$ cat config.mk
export PLATFORM = sky130hd
export DESIGN_NAME = port_err_unit
export DESIGN_NICKNAME = d
export VERILOG_FILES = /design/src/rtl/perr_pkg.sv /design/src/rtl/perr_ctrl.sv /design/src/rtl/perr_flags.sv /design/src/rtl/perr_irq.sv /design/src/rtl/perr_devrec.sv /design/src/rtl/port_err_unit.sv
export SDC_FILE = /design/constraint.sdc
export NUM_CORES = 1
export LEC_CHECK = 0
export BUFFER_PORTS_ARGS = -buffer_cell sky130_fd_sc_hd__buf_2
export CAP_MARGIN = 20
export CORE_MARGIN = 2
export CORE_UTILIZATION = 35
export DETAILED_ROUTE_END_ITERATION = 10
export MAX_ROUTING_LAYER = met4
export PLACE_DENSITY = 0.69
export REMOVE_ABC_BUFFERS = 1
export SYNTH_ARGS = -nofsm -noshare
export SYNTH_HDL_FRONTEND = slang
export SYNTH_HIERARCHICAL = 1
export SYNTH_SLANG_ARGS = --single-unit
$ cat constraint.sdc
create_clock -name clk -period 1.1 [get_ports clk]
set_clock_uncertainty 0.05 [all_clocks]
set_input_delay 0.055 -clock clk [delete_from_list [all_inputs] [get_ports clk]]
set_output_delay 0.055 -clock clk [all_outputs]
set_load 0.005 [all_outputs]
$ cat src/rtl/perr_pkg.sv
package perr_pkg;
    localparam int NFLAG = 7;

    localparam int FL_HOSTABT = 0;
    localparam int FL_HOSTDAT = 1;
    localparam int FL_LINKFTL = 2;
    localparam int FL_LINKNF  = 3;
    localparam int FL_TASKF   = 4;
    localparam int FL_OVFL    = 5;
    localparam int FL_PSEL    = 6;

    typedef enum logic [1:0] {
        LOC_PAYLOAD = 2'd0,
        LOC_CMDFIS  = 2'd1,
        LOC_DESC    = 2'd2,
        LOC_CLIST   = 2'd3
    } err_loc_e;

    typedef enum logic [1:0] {
        ST_STOPPED  = 2'd0,
        ST_RUNNING  = 2'd1,
        ST_ABORTING = 2'd2,
        ST_HALTED   = 2'd3
    } port_state_e;
endpackage

$ cat src/rtl/perr_ctrl.sv
module perr_ctrl
    import perr_pkg::*;
#(
    parameter bit PAYLOAD_ERR_HALT = 1'b0
) (
    input  logic             clk,
    input  logic             rst_n,
    input  logic             run_en,
    input  logic             mem_abort,
    input  logic             abort_done,
    input  logic             mem_data_err,
    input  logic [1:0]       mem_err_loc,
    input  logic             link_fatal,
    input  logic             link_nonfatal,
    input  logic             tf_err,
    input  logic             ovf_evt,
    input  logic             psel_miss,
    input  logic             dev_switch_en,
    input  logic             tf_ien,
    output logic [NFLAG-1:0] set_vec,
    output logic             stop_req,
    output logic             crc_poison,
    output logic             dev_rec_we
);
    port_state_e state_q, state_d;
    err_loc_e    loc;
    logic        tf_accept;
    logic        fetch_err;
    logic        payload_err;
    logic        halt_req;

    assign loc         = err_loc_e'(mem_err_loc);
    assign tf_accept   = tf_err && !psel_miss;
    assign fetch_err   = mem_data_err && (loc != LOC_PAYLOAD);
    assign payload_err = mem_data_err && (loc == LOC_PAYLOAD);
    assign halt_req    = fetch_err
                       || (payload_err && PAYLOAD_ERR_HALT)
                       || link_fatal
                       || (tf_accept && !dev_switch_en && tf_ien);

    // next-state logic
    always_comb begin
        state_d = state_q;
        unique case (state_q)
            ST_STOPPED: begin
                if (run_en) state_d = ST_RUNNING;
            end
            ST_RUNNING: begin
                if (!run_en)        state_d = ST_STOPPED;
                else if (mem_abort) state_d = ST_ABORTING;
                else if (halt_req)  state_d = ST_HALTED;
            end
            ST_ABORTING: begin
                if (abort_done) state_d = ST_HALTED;
            end
            ST_HALTED: begin
                if (!run_en) state_d = ST_STOPPED;
            end
        endcase
    end

    // state register
    always_ff @(posedge clk or negedge rst_n) begin
        if (!rst_n) state_q <= ST_STOPPED;
        else        state_q <= state_d;
    end

    // outputs
    always_comb begin
        stop_req              = (state_q == ST_ABORTING) || (state_q == ST_HALTED);
        set_vec               = '0;
        set_vec[FL_HOSTABT]   = (state_q == ST_ABORTING) && abort_done;
        set_vec[FL_HOSTDAT]   = mem_data_err;
        set_vec[FL_LINKFTL]   = link_fatal;
        set_vec[FL_LINKNF]    = link_nonfatal;
        set_vec[FL_TASKF]     = tf_accept;
        set_vec[FL_OVFL]      = ovf_evt;
        set_vec[FL_PSEL]      = psel_miss;
        dev_rec_we            = dev_switch_en && (tf_accept || ovf_evt);
    end

    always_ff @(posedge clk or negedge rst_n) begin
        if (!rst_n) crc_poison <= 1'b0;
        else        crc_poison <= (state_q == ST_RUNNING) && payload_err && !PAYLOAD_ERR_HALT;
    end


    hbf_after_done_chk: assert property (@(posedge clk) disable iff (!rst_n)
        set_vec[FL_HOSTABT] |-> (abort_done && stop_req));


    fetch_halt_chk: assert property (@(posedge clk) disable iff (!rst_n)
        (state_q == ST_RUNNING && run_en && !mem_abort && mem_data_err && mem_err_loc != 2'd0)
        |=> (state_q == ST_HALTED));


    link_fatal_halt_chk: assert property (@(posedge clk) disable iff (!rst_n)
        (state_q == ST_RUNNING && run_en && !mem_abort && link_fatal) |=> stop_req);


    stop_release_chk: assert property (@(posedge clk) disable iff (!rst_n)
        (state_q == ST_HALTED && !run_en) |=> !stop_req);


    poison_src_chk: assert property (@(posedge clk) disable iff (!rst_n)
        crc_poison |-> ($past(mem_data_err) && $past(mem_err_loc) == 2'd0));
endmodule

$ cat src/rtl/perr_flags.sv
module perr_flags
    import perr_pkg::*;
(
    input  logic             clk,
    input  logic             rst_n,
    input  logic [NFLAG-1:0] set_vec,
    input  logic [NFLAG-1:0] clr_vec,
    output logic [NFLAG-1:0] q
);
    for (genvar i = 0; i < NFLAG; i++) begin : g_flag
        always_ff @(posedge clk or negedge rst_n) begin
            if (!rst_n) q[i] <= 1'b0;
            else        q[i] <= set_vec[i] || (q[i] && !clr_vec[i]);
        end


        flag_set_wins_chk: assert property (@(posedge clk) disable iff (!rst_n)
            set_vec[i] |=> q[i]);


        flag_sticky_chk: assert property (@(posedge clk) disable iff (!rst_n)
            (q[i] && !clr_vec[i]) |=> q[i]);
    end
endmodule

$ cat src/rtl/perr_irq.sv
module perr_irq
    import perr_pkg::*;
(
    input  logic             clk,
    input  logic             rst_n,
    input  logic [NFLAG-1:0] flags,
    input  logic [NFLAG-1:0] ien,
    input  logic             glob_ien,
    output logic             irq
);
    logic any_cause;
    assign any_cause = |(flags & ien);

    always_ff @(posedge clk or negedge rst_n) begin
        if (!rst_n) irq <= 1'b0;
        else        irq <= glob_ien && any_cause;
    end


    irq_gate_chk: assert property (@(posedge clk) disable iff (!rst_n)
        !glob_ien |=> !irq);
endmodule

$ cat src/rtl/perr_devrec.sv
module perr_devrec #(
    parameter int DEV_W = 4
) (
    input  logic             clk,
    input  logic             rst_n,
    input  logic             we,
    input  logic [DEV_W-1:0] dev_in,
    input  logic             sde_clr,
    output logic [DEV_W-1:0] err_dev,
    output logic             sde
);
    always_ff @(posedge clk or negedge rst_n) begin
        if (!rst_n) begin
            err_dev <= '0;
            sde     <= 1'b0;
        end else begin
            if (we) err_dev <= dev_in;
            sde <= we || (sde && !sde_clr);
        end
    end


    dev_hold_chk: assert property (@(posedge clk) disable iff (!rst_n)
        !we |=> $stable(err_dev));


    sde_set_wins_chk: assert property (@(posedge clk) disable iff (!rst_n)
        we |=> sde);
endmodule

$ cat src/rtl/port_err_unit.sv
module port_err_unit
    import perr_pkg::*;
#(
    parameter int DEV_W            = 4,
    parameter bit PAYLOAD_ERR_HALT = 1'b0
) (
    input  logic             clk,
    input  logic             rst_n,
    input  logic             run_en,
    input  logic             mem_abort,
    input  logic             abort_done,
    input  logic             mem_data_err,
    input  logic [1:0]       mem_err_loc,
    input  logic             link_fatal,
    input  logic             link_nonfatal,
    input  logic             tf_err,
    input  logic             ovf_evt,
    input  logic             psel_miss,
    input  logic [DEV_W-1:0] evt_dev,
    input  logic             dev_switch_en,
    input  logic [NFLAG-1:0] flag_ien,
    input  logic             glob_ien,
    input  logic [NFLAG-1:0] flag_clr,
    input  logic             sde_clr,
    output logic [NFLAG-1:0] flags,
    output logic             irq,
    output logic             stop_req,
    output logic             crc_poison,
    output logic [DEV_W-1:0] err_dev,
    output logic             sde
);
    logic [NFLAG-1:0] set_vec;
    logic             dev_rec_we;

    perr_ctrl #(.PAYLOAD_ERR_HALT(PAYLOAD_ERR_HALT)) u_ctrl (
        .clk          (clk),
        .rst_n        (rst_n),
        .run_en       (run_en),
        .mem_abort    (mem_abort),
        .abort_done   (abort_done),
        .mem_data_err (mem_data_err),
        .mem_err_loc  (mem_err_loc),
        .link_fatal   (link_fatal),
        .link_nonfatal(link_nonfatal),
        .tf_err       (tf_err),
        .ovf_evt      (ovf_evt),
        .psel_miss    (psel_miss),
        .dev_switch_en(dev_switch_en),
        .tf_ien       (flag_ien[FL_TASKF]),
        .set_vec      (set_vec),
        .stop_req     (stop_req),
        .crc_poison   (crc_poison),
        .dev_rec_we   (dev_rec_we)
    );

    perr_flags u_flags (
        .clk    (clk),
        .rst_n  (rst_n),
        .set_vec(set_vec),
        .clr_vec(flag_clr),
        .q      (flags)
    );

    perr_irq u_irq (
        .clk     (clk),
        .rst_n   (rst_n),
        .flags   (flags),
        .ien     (flag_ien),
        .glob_ien(glob_ien),
        .irq     (irq)
    );

    perr_devrec #(.DEV_W(DEV_W)) u_devrec (
        .clk    (clk),
        .rst_n  (rst_n),
        .we     (dev_rec_we),
        .dev_in (evt_dev),
        .sde_clr(sde_clr),
        .err_dev(err_dev),
        .sde    (sde)
    );
endmodule

==> out/metrics.yaml, run 1 <==
max_slew_margin_pct: 76.7
post-synth-top-area-cell: "dfrtp_1"
insertion_delay_ns: 0.27
timing.final.max_slew_violations: 0
synth-seq-cells: 16
critical_path.cell_chain: "a222oi_1 > a31oi_1"
min_path_type: "input pin to register"
grt_usage_pct: 16.5
htree_num_levels: 1
finalInstanceArea_um2: 1180
cp-start-kind: "register"
yosys-mux-area-fraction_pct: 6.27
dpl.hpwl_um: 1290
endpoint_kind: "register"
ys_top_cells_by_count: "dfrtp_1 (16), inv_1 (10), a21o_1 (7)"
yosys.area.top_type_share_pct: 55.7
clockBufferDepth: 2
p_per_area_nw_per_um2: 1230
rrSetupSlack_ns: 0.08
area_growth_syn_to_layout_pct: 64.8
syn_area_per_cell_um2: 11.4
vias_in_the_first_global_route: 695
postCtsResizedCells: 0
layout.nets: 165
rows: 16
worstPathRequired_ns: 1.20
core-area_um2: 1940
port_buffers: 48
io_pins: 49
path_max_fanout: 3
floorplan.initialDensity_pct: 37.0
hold_slack_final_ns: 0.00840
yosys_synthesis_warning_count: 6
grt_setup_unrepaired: "no"
min_period_over_period_pct: 92.7
post_drt_wl_per_cell_um: 11.5
synth_most_common_cell: "dfrtp_1"
drt_first_pass_iters: 4
critical_path_slowest_stage_cell: "dfrtp_1"
cts-buffers-inserted: 3
synth-xor-area-share_pct: 0
hold-path-cell-count: 3
routed_wl_um: 1800
diodes: 0
outcome: "complete, no violations"
antenna_left: 0
clock_tree_from_tritoncts: "built"
synth_compound_gate_area_share_pct: 18.5
grt_max_degree: 17
worstPathArrival_ns: 1.12
gp_routability_congestion: 0.814
report.final.hold_viol_count: 0
synth_top_family_by_area: "compound AO/OA/AOI/OAI gates"
synth_sequential_area_ratio_pct: 55.7
die_area_um2: 2430
max-cap-violations: 0
synth_flop_cell: "dfrtp_1"
async_reset_ff_share_pct: 100
die_height_um: 49.3
tightest_slew_ns: 0.350
synth_cells: 63
finalWorstPathRequiredPeriod_ns: 1.02
netlist_area_um2: 718
grt-ovfl-total: 0
worst_r2r_path_depth: 2
antenna_violations_before_repair: 0
cts_num_sinks: 16
clk_pin_slew_worst_paths_ns: 0.09
detailroute.via_count: 695
drt_drc_violations_left: 0
yosys.area_share.adder_pct: 0
routed_via_density: 4.46
violation_count_after_the_first_detailed_routing_iteration: 8
setup_violations: 0
ys_types: 23
synth-edff-count: 0
vdd_ir_drop_max_mv: 0.937
crit_path_max_incr_delay_ns: 0.40
max_freq_mhz: 980
grt_pass1_wl_um: 3020
place_area_um2: 943
critical_path_class: "register to register"
post_route_cells_drive_above_1_share_pct: 44.2
die_w_um: 49.3
static-leakage-power_nw: 0.642
ys_top_cells_by_area: "dfrtp_1 (56%), a21o_1 (7.3%), buf_4 (6.3%)"
root_buffer: "clkbuf_4"
fraction_of_the_mapped_netlist_area_in_simple_logic_gates_pct: 7.49
==> through the flow <==
step	worst slack, ns	total power, mW	util, %	setup TNS (ns)	instances
2_1_floorplan	0.106	0.918	-	0	56
3_3_place_gp	0.0245	1.09	48.6	0	131
3_5_place_dp	-0.00858	1.11	48.6	-0.0171	131
4_1_cts	0.0272	1.46	60.1	0	154
5_1_grt	0.00309	1.57	61.0	0	156
6_report	0.0799	1.46	61.0	0	156
==> where the power goes <==
part / leakage, nW / total [mW] / switching, mW / internal (mW)
sequential: 0.188 / 0.763 / 0.0786 / 0.684
combinational: 0.440 / 0.407 / 0.149 / 0.258
clock: 0.0138 / 0.292 / 0.166 / 0.126
total: 0.642 / 1.46 / 0.393 / 1.07
==> kinds of logic (layout without fill, tap and decap cells) <==
logic type	Yosys count	count (layout)
AO/OA/AOI/OAI	17	17
buffers and inverters	17	83
flip-flops	16	16
AND/OR/NAND/NOR	9	9
multiplexers	4	4
==> cell type report <==
class | instances | area [um^2]
Fill cell | 163 | 758
Timing Repair Buffer | 70 | 458
Sequential cell | 16 | 400
Multi-Input combinational cell | 30 | 231
Inverter | 10 | 37.5
Tap cell | 27 | 33.8
Clock buffer | 3 | 22.5
==> worst max-delay path: cells and delay by family, from the launching register on <==
kind	cells	cell delay, ns
DFF	1	0.40
AOI/OAI and AO/OA	2	0.44
==> state kept, by name, summed over array words and instances, names as in the netlist, named ones only <==
name and flops:
u_ctrl/state_q 1, u_devrec/sde 1, u_irq/irq 1, u_devrec/err_dev 4
u_flags/q 7, u_ctrl/crc_poison 1
==> final timing paths <==
path | start | end
min in group asynchronous | rst_n | u_devrec/err_dev[3]$_DFFE_PN0P_
worst min-delay path | flag_clr[0] | u_flags/q[0]$_DFF_PN0_
worst min register to register | u_devrec/sde$_DFF_PN0_ | u_devrec/sde$_DFF_PN0_
worst max register to register | u_flags/q[2]$_DFF_PN0_ | u_irq/irq$_DFF_PN0_
max in group asynchronous | rst_n | u_devrec/sde$_DFF_PN0_
worst max-delay path | u_flags/q[2]$_DFF_PN0_ | u_irq/irq$_DFF_PN0_
==> cell usage in the layout (no fill, tap or decap) <==
master / instances
buf_2: 48
dlygate4sd3_1: 21
dfrtp_1: 16
inv_1: 10
a21o_1: 7
mux2_2: 4
clkbuf_4: 3
nand2_1: 2
a22oi_1: 2
nand2b_1: 1
nor2_1: 1
nor2b_1: 1
o21a_1: 1
nor4_1: 1
o21ai_0: 1
nand4bb_1: 1
nor3_1: 1
a32oi_1: 1
a21boi_0: 1
or2b_1: 1
o221a_1: 1
a21o_2: 1
buf_4: 1
a222oi_1: 1
a31oi_1: 1
==> repair_timing <==
action,CTS,global route
hold buffers,20,1
setup endpoints to repair,0,1
buffers inserted,0,1
hold endpoints to repair,29,1
==> layer usage <==
layer	global-route usage, %	share of wire (%)	vias up
li1	-	-	342
met1	19.1	39	323
met2	29.5	53	28
met3	3.68	6.8	2
met4	2.86	0.72	0
met5	-	0	-
No activity file was read; power rests on OpenSTA's default activity.
==> run 2, diff against run 1 <==
--- a/config.mk
+++ b/config.mk
@@ -5,13 +5,14 @@
 export SDC_FILE = /design/constraint.sdc
 export NUM_CORES = 1
 export LEC_CHECK = 0
+export ABC_AREA = 1
 export BUFFER_PORTS_ARGS = -buffer_cell sky130_fd_sc_hd__buf_2
 export CAP_MARGIN = 20
 export CORE_MARGIN = 2
 export CORE_UTILIZATION = 35
 export DETAILED_ROUTE_END_ITERATION = 10
 export MAX_ROUTING_LAYER = met4
-export PLACE_DENSITY = 0.69
+export PLACE_DENSITY = 0.66
 export REMOVE_ABC_BUFFERS = 1
 export SYNTH_ARGS = -nofsm -noshare
 export SYNTH_HDL_FRONTEND = slang
==> run 2 against run 1 <==
Critical endpoint is now u_ctrl/state_q[0]$_DFFE_PN0P_. Flip-flop and latch count did not move. Clock power up 26%. Combinational power grew 80%. Total power grew 28%. First-iteration DRC count down 13%. Fmax fell by 10%. Clock-buffer cell count grew 1. Routed wire length up 23%. The run now ends with setup timing left. Sequential share of layout area is 5.1 points lower. Non-clock buffer count grew 6. Critical path type unchanged. Sequential power up 0.8%.
==> out/metrics.yaml, run 2 <==
synth_flop_cell: "dfrtp_1"  # unchanged
ys_top_cells_by_count: "nand2_1 (45), inv_1 (23), dfrtp_1 (16)"  # was dfrtp_1 (16), inv_1 (10), a21o_1 (7)
max_freq_mhz: 879  # was 980 MHz
async_reset_ff_share_pct: 100  # unchanged
rows: 17  # was 16
largest_register: "u_flags/q"  # unchanged
p_per_area_nw_per_um2: 1340  # was 1230 nW/um^2
area_growth_syn_to_layout_pct: 64.5  # was 64.8%
instances_no_fill: 214  # was 156
failing_checks: "setup timing"
final_common_cell: "buf_2"  # unchanged
floorplan.initialDensity_pct: 37.6  # was 37.0%
core-area_um2: 2250  # was 1940 um^2
routed_wl_um: 2210  # was 1800 um
insertion_delay_ns: 0.27  # about the same
violation_count_after_the_first_detailed_routing_iteration: 7  # was 8
top_library_cells_by_usage_in_the_layout_fill_and_taps_aside: "buf_2 (48), nand2_1 (44), dlygate4sd3_1 (22), inv_1 (22), dfrtp_1 (16)"  # was buf_2 (48), dlygate4sd3_1 (21), dfrtp_1 (16)
vdd_ir_drop_max_mv: 0.948  # was 0.937 mV
die_area_um2: 2830  # was 2430 um^2
layout.nets: 221  # was 165
cts_num_sinks: 16  # unchanged
clk_pin_slew_worst_paths_ns: 0.09  # about the same
grt_pass1_wl_um: 3610  # was 3020 um
min_path_type: "input pin to register"  # unchanged
htree_num_levels: 1  # unchanged
root_buffer: "clkbuf_4"  # unchanged
netlist_area_um2: 848  # was 718 um^2
synth_cells: 113  # was 63
routed_via_density: 4.25  # was 4.46
synth_most_common_cell: "nand2_1"  # was dfrtp_1
worstPathRequired_ns: 1.26  # was 1.20 ns
antenna_violations_before_repair: 0  # unchanged
ys_top_cells_by_area: "dfrtp_1 (47%), nand2_1 (20%), inv_1 (10%)"  # was dfrtp_1 (56%), a21o_1 (7.3%), buf_4 (6.3%)
grt_usage_pct: 18.1  # was 16.5%
grt-ovfl-total: 0  # unchanged
yosys.area.top_type_share_pct: 47.2  # was 55.7%
tightest_slew_ns: 0.352  # was 0.350 ns
drt_first_pass_iters: 7  # was 4
report.final.hold_viol_count: 0  # unchanged
grt_max_degree: 17  # unchanged
path_max_fanout: 3  # unchanged
synth-edff-count: 0  # unchanged
crit_path_max_incr_delay_ns: 0.43  # was 0.40 ns
static-leakage-power_nw: 0.828  # was 0.642 nW
hold_slack_final_ns: 0.0436  # was 0.00840 ns
max_slew_margin_pct: 76.5  # was 76.7%
endpoint_kind: "register"  # unchanged
worstPathArrival_ns: 1.29  # was 1.12 ns
grt_setup_unrepaired: "yes"  # was no
placed_cells: 183  # was 131
clockBufferDepth: 2  # unchanged
post-synth-top-area-cell: "dfrtp_1"  # unchanged
die_height_um: 53.2  # was 49.3 um
synth_sequential_area_ratio_pct: 47.2  # was 55.7%
post_drt_wl_per_cell_um: 10.3  # was 11.5 um
drt_drc_violations_left: 0  # unchanged
min_period_over_period_pct: 103  # was 92.7%
cp-start-kind: "register"  # unchanged
timing.final.max_slew_violations: 0  # unchanged
preCtsSetupSlack_ns: -0.0341  # was -0.00858 ns
cts-buffers-inserted: 3  # unchanged
critical_path_class: "register to register"  # unchanged
ys_types: 19  # was 23
finalWorstPathRequiredPeriod_ns: 1.14  # was 1.02 ns
max-cap-violations: 0  # unchanged
largest_register_ffs: 7  # unchanged
setup_violations: 2  # was 0
gp_routability_congestion: 0.804  # was 0.814
worst_slack_ns: -0.0373  # was 0.0799 ns
crit_top_cell: "nand2_2"
dpl.hpwl_um: 1510  # was 1290 um
yosys_synthesis_warning_count: 6  # unchanged
register_area_um2: 400  # unchanged
critical_path.cell_chain: "inv_2 > nand2_2 > nor2_2 > nand3_2 > nand2_2 > nand2_1 > o21ai_1"  # was a222oi_1 > a31oi_1
io_pins: 49  # unchanged
die_w_um: 53.2  # was 49.3 um
port_buffers: 48  # unchanged
regs_by_ff_count: "u_flags/q: 7 flops, u_devrec/err_dev: 4 flops"  # unchanged
critical_path_slowest_stage_cell: "dfrtp_1"  # unchanged
antenna_left: 0  # unchanged
post_route_cells_drive_above_1_share_pct: 39.2  # was 44.2%
vias_in_the_first_global_route: 961  # was 695
detailroute.via_count: 909  # was 695
outcome: "complete, but fails checks"  # was complete, no violations
clock_tree_from_tritoncts: "built"  # unchanged
design_power_total_mw: 1.87  # was 1.46 mW
diodes: 0  # unchanged
n_fill_cell: 192  # was 163
syn_area_per_cell_um2: 7.51  # was 11.4 um^2
multi_input_comb_area_um2: 320  # was 231 um^2
synth-seq-cells: 16  # unchanged
## run 2: cell families after synthesis
group / Yosys count / synth area share, %
AND/OR/NAND/NOR: 60 / 31.7
AO/OA/AOI/OAI: 4 / 3.83
buffers and inverters: 33 / 17.3
flip-flops: 16 / 47.2
## run 2: final cells by class
cell class,instances,area share [%]
inverters,26,7.00
flip-flops and latches,16,28.7
clock buffers,4,2.60
repair buffers,76,36.2
well taps,28,2.51
multi-input cells,64,23.0
## run 2: metrics by stage
step | setup TNS (ns) | util, % | area (um^2)
after global placement | 0 | 48.0 | 1080
after global routing | -0.236 | 61.9 | 1400
after floorplan | 0 | - | 800
after CTS | 0 | 60.4 | 1360
after detailed placement | -0.0554 | 48.0 | 1080
final | -0.0679 | 61.9 | 1400
## run 2: routing by layer
metal	vias up	track usage (%)	wire (um)
met4	0	8.12	46
li1	470	-	-
met3	6	2.54	133
met5	-	-	0
met2	32	35.6	1120
met1	401	16.9	907
## run 2: path summary, 6_finish.rpt
check | startpoint | endpoint | slack (ns) | depth (start not counted)
setup / recovery | register | u_ctrl/state_q[0]$_DFFE_PN0P_ | -0.04 | 7
hold / removal | run_en | register | 0.04 | 3
setup reg to reg | register | u_ctrl/state_q[0]$_DFFE_PN0P_ | -0.04 | 7
hold reg to reg | u_devrec/sde$_DFF_PN0_ | u_devrec/sde$_DFF_PN0_ | 0.42 | 2
max in group asynchronous | rst_n | u_flags/q[4]$_DFF_PN0_ | 0.57 | 2
min in group asynchronous | rst_n | u_flags/q[3]$_DFF_PN0_ | 0.17 | 2
## run 2: repair_timing
action,CTS,global route
hold endpoints to repair,30,0
gates resized for setup,1,4
pin swaps,1,2
setup endpoints to repair,2,2
hold buffers,22,0
setup buffers,3,2
## run 2: power breakdown
part           leakage (nW)  internal (mW)  switching, mW
logic                 0.617          0.387          0.347
clock network        0.0210          0.201          0.167
registers             0.190          0.686         0.0837
total                 0.828           1.27          0.597
## run 2: worst max-delay path: cells and delay by family (launching register included)
| kind | cells | cell delay [ns] |
|---|---|---|
| simple gates | 5 | 0.42 |
| buf+inv | 1 | 0.10 |
| compound gates | 1 | 0.06 |
| flops | 1 | 0.43 |
==> run 3, diff against run 2 <==
--- a/config.mk
+++ b/config.mk
@@ -9,11 +9,12 @@
 export BUFFER_PORTS_ARGS = -buffer_cell sky130_fd_sc_hd__buf_2
 export CAP_MARGIN = 20
 export CORE_MARGIN = 2
-export CORE_UTILIZATION = 35
+export CORE_UTILIZATION = 34
+export CTS_CLUSTER_DIAMETER = 80
 export DETAILED_ROUTE_END_ITERATION = 10
 export MAX_ROUTING_LAYER = met4
-export PLACE_DENSITY = 0.66
 export REMOVE_ABC_BUFFERS = 1
+export SLEW_MARGIN = 20
 export SYNTH_ARGS = -nofsm -noshare
 export SYNTH_HDL_FRONTEND = slang
 export SYNTH_HIERARCHICAL = 1
==> run 3 against run 2 <==
First-iteration DRC count did not move. Sequential power is 1% higher. Via count up 2.4%. Critical path type is now input pin to register. The run still ends with setup timing left. Utilization fell by 1.5 points.
==> out/metrics.yaml, run 3 (synthesis results as in run 2) <==
regs_by_ff_count: "u_flags/q: 7 flops, u_devrec/err_dev: 4 flops"  # unchanged
timing.final.max_slew_violations: 0  # unchanged
htree_num_levels: 1  # unchanged
die_height_um: 54.0  # was 53.2 um
failing_checks: "setup timing"  # unchanged
grt_pass1_wl_um: 3400  # was 3610 um
rrSetupSlack_ns: -0.04  # about the same
min_path_type: "input pin to register"  # unchanged
sw_share_pct: 34.4  # was 31.9%
drt_first_pass_iters: 4  # was 7
grt_setup_unrepaired: "yes"  # unchanged
sequentialPowerShare_pct: 38.5  # was 41.1%
instances_no_fill: 217  # was 214
finalWorstPathRequiredPeriod_ns: 1.17  # was 1.14 ns
power.combinational.fraction_pct: 42.3  # was 39.2%
r2r_start: "u_ctrl/state_q[0]$_DFFE_PN0P_"
largest_register_ffs: 7  # unchanged
hold_start: "run_en"  # unchanged
clockBufferDepth: 2  # unchanged
layout.nets: 222  # was 221
max_freq_mhz: 858  # was 879 MHz
min_period_over_period_pct: 106  # was 103%
path_max_fanout: 3  # unchanged
internal_power_mw: 1.33  # was 1.27 mW
worst_r2r_path_depth: 6  # was 7
part_of_the_power_in_the_clock_network_pct: 19.2  # was 19.6%
core-area_um2: 2410  # was 2250 um^2
detailroute.via_count: 931  # was 909
max-cap-violations: 0  # unchanged
port_buffers: 48  # unchanged
post_drt_wl_per_cell_um: 11.0  # was 10.3 um
diodes: 0  # unchanged
cp-start-kind: "input pin"  # was register
vias_in_the_first_global_route: 865  # was 961
final_common_cell: "buf_2"  # unchanged
worstPathArrival_ns: 1.30  # was 1.29 ns
dpl.hpwl_um: 1520  # was 1510 um
max_slew_margin_pct: 74.2  # was 76.5%
area_growth_syn_to_layout_pct: 71.5  # was 64.5%
vdd_ir_drop_max_mv: 1.21  # was 0.948 mV
routed_via_density: 4.29  # was 4.25
routed_wl_um: 2390  # was 2210 um
antenna_violations_before_repair: 0  # unchanged
drt_drc_violations_left: 0  # unchanged
setup_tns_ns: -0.126  # was -0.0679 ns
top_library_cells_by_usage_in_the_layout_fill_and_taps_aside: "buf_2 (48), nand2_1 (44), dlygate4sd3_1 (22), inv_1 (22), dfrtp_1 (15)"  # was buf_2 (48), nand2_1 (44), dlygate4sd3_1 (22), inv_1 (22), dfrtp_1 (16)
root_buffer: "clkbuf_4"  # unchanged
endpoint_kind: "register"  # unchanged
grt-ovfl-total: 0  # unchanged
largest_register: "u_flags/q"  # unchanged
place_area_um2: 1080  # about the same
die_area_um2: 2910  # was 2830 um^2
rows: 18  # was 17
report.final.hold_viol_count: 0  # unchanged
grt_max_degree: 17  # unchanged
p_per_area_nw_per_um2: 1390  # was 1340 nW/um^2
n_fill_cell: 214  # was 192
die_w_um: 54.0  # was 53.2 um
multi_input_comb_area_um2: 369  # was 320 um^2
insertion_delay_ns: 0.28  # was 0.27 ns
net_switching_power_of_the_design_uw: 695  # was 597 uW
finalInstanceArea_um2: 1460  # was 1400 um^2
grt_usage_pct: 17.0  # was 18.1%
outcome: "complete, but fails checks"  # unchanged
setup_violations: 2  # unchanged
cts-buffers-inserted: 3  # unchanged
hold-path-cell-count: 3  # unchanged
clk_pin_slew_worst_paths_ns: 0.10  # was 0.09 ns
utilization_pct: 60.4  # was 61.9%
gp_routability_congestion: 0.779  # was 0.804
critical_path_class: "input pin to register"  # was register to register
worstPathRequired_ns: 1.23  # was 1.26 ns
placed_cells: 185  # was 183
io_pins: 49  # unchanged
register_area_um2: 402  # was 400 um^2
post_route_cells_drive_above_1_share_pct: 41.2  # was 39.2%
antenna_left: 0  # unchanged
static-leakage-power_nw: 0.839  # was 0.828 nW
tightest_slew_ns: 0.387  # was 0.352 ns
preCtsSetupSlack_ns: -0.0457  # was -0.0341 ns
cts_num_sinks: 16  # unchanged
clock_tree_from_tritoncts: "built"  # unchanged
violation_count_after_the_first_detailed_routing_iteration: 7  # unchanged
floorplan.initialDensity_pct: 35.2  # was 37.6%
worst_slack_ns: -0.0654  # was -0.0373 ns
==> run 3: what timing repair did <==
action	4_1_cts	5_1_grt
pin swaps	4	1
setup endpoints to repair	2	3
setup buffers	3	3
gates resized for setup	3	12
hold buffers	22	0
hold endpoints to repair	30	0
==> run 3: through the flow <==
| stage | hold WS (ns) | power, mW |
|---|---|---|
| 4_1_cts | 0.00931 | 1.83 |
| 3_3_place_gp | -0.0604 | 1.23 |
| 6_report | 0.0256 | 2.02 |
| 2_1_floorplan | -0.291 | 1.04 |
| 3_5_place_dp | -0.0571 | 1.27 |
| 5_1_grt | 0.0300 | 2.15 |
==> run 3: critical path, stage by stage <==
cell,delay [ns]
dlygate4sd3_1,0.55
buf_2,0.15
nor2_4,0.11
nor2_2,0.06
nor2_4,0.11
nand3_4,0.11
nand4_1,0.10
nand2_1,0.05
==> run 3: cell type report <==
| type | instances | share of cell area, % |
|---|---|---|
| Sequential cell | 16 | 27.6 |
| Clock buffer | 4 | 2.49 |
| Tap cell | 30 | 2.58 |
| Multi-Input combinational cell | 64 | 25.4 |
| Timing Repair Buffer | 77 | 35.3 |
| Inverter | 26 | 6.71 |
==> run 3: worst max path at each step <==
stage	startpoint	endpoint	slack (ns)
after floorplan	register	u_ctrl/state_q[0]$_DFFE_PN0P_	0.06
after global placement	register	register	0.05
after detailed placement	u_ctrl/state_q[0]$_DFFE_PN0P_	register	-0.05
after CTS	register	u_ctrl/state_q[0]$_DFFE_PN0P_	-0.005
after global routing	mem_err_loc[0]	register	-0.1
final	mem_err_loc[1]	register	-0.07
==> run 3: routing by layer <==
layer  track usage [%]  vias up  wire length [um]
met2              31.5       30              1320
met5                 -        -                 0
met1              16.2      422               918
met4              11.5        0                61
li1                  -      471                 -
met3              2.22        8                90
==> run 3: power by group through the flow <==
stage                     registers, mW  logic [mW]  clock network [mW]
after floorplan                   0.776       0.268                   0
after global placement            0.768       0.462                   0
after detailed placement          0.779       0.488                   0
after CTS                         0.763       0.661               0.407
after global routing              0.786       0.927               0.436
final                             0.778       0.855               0.388
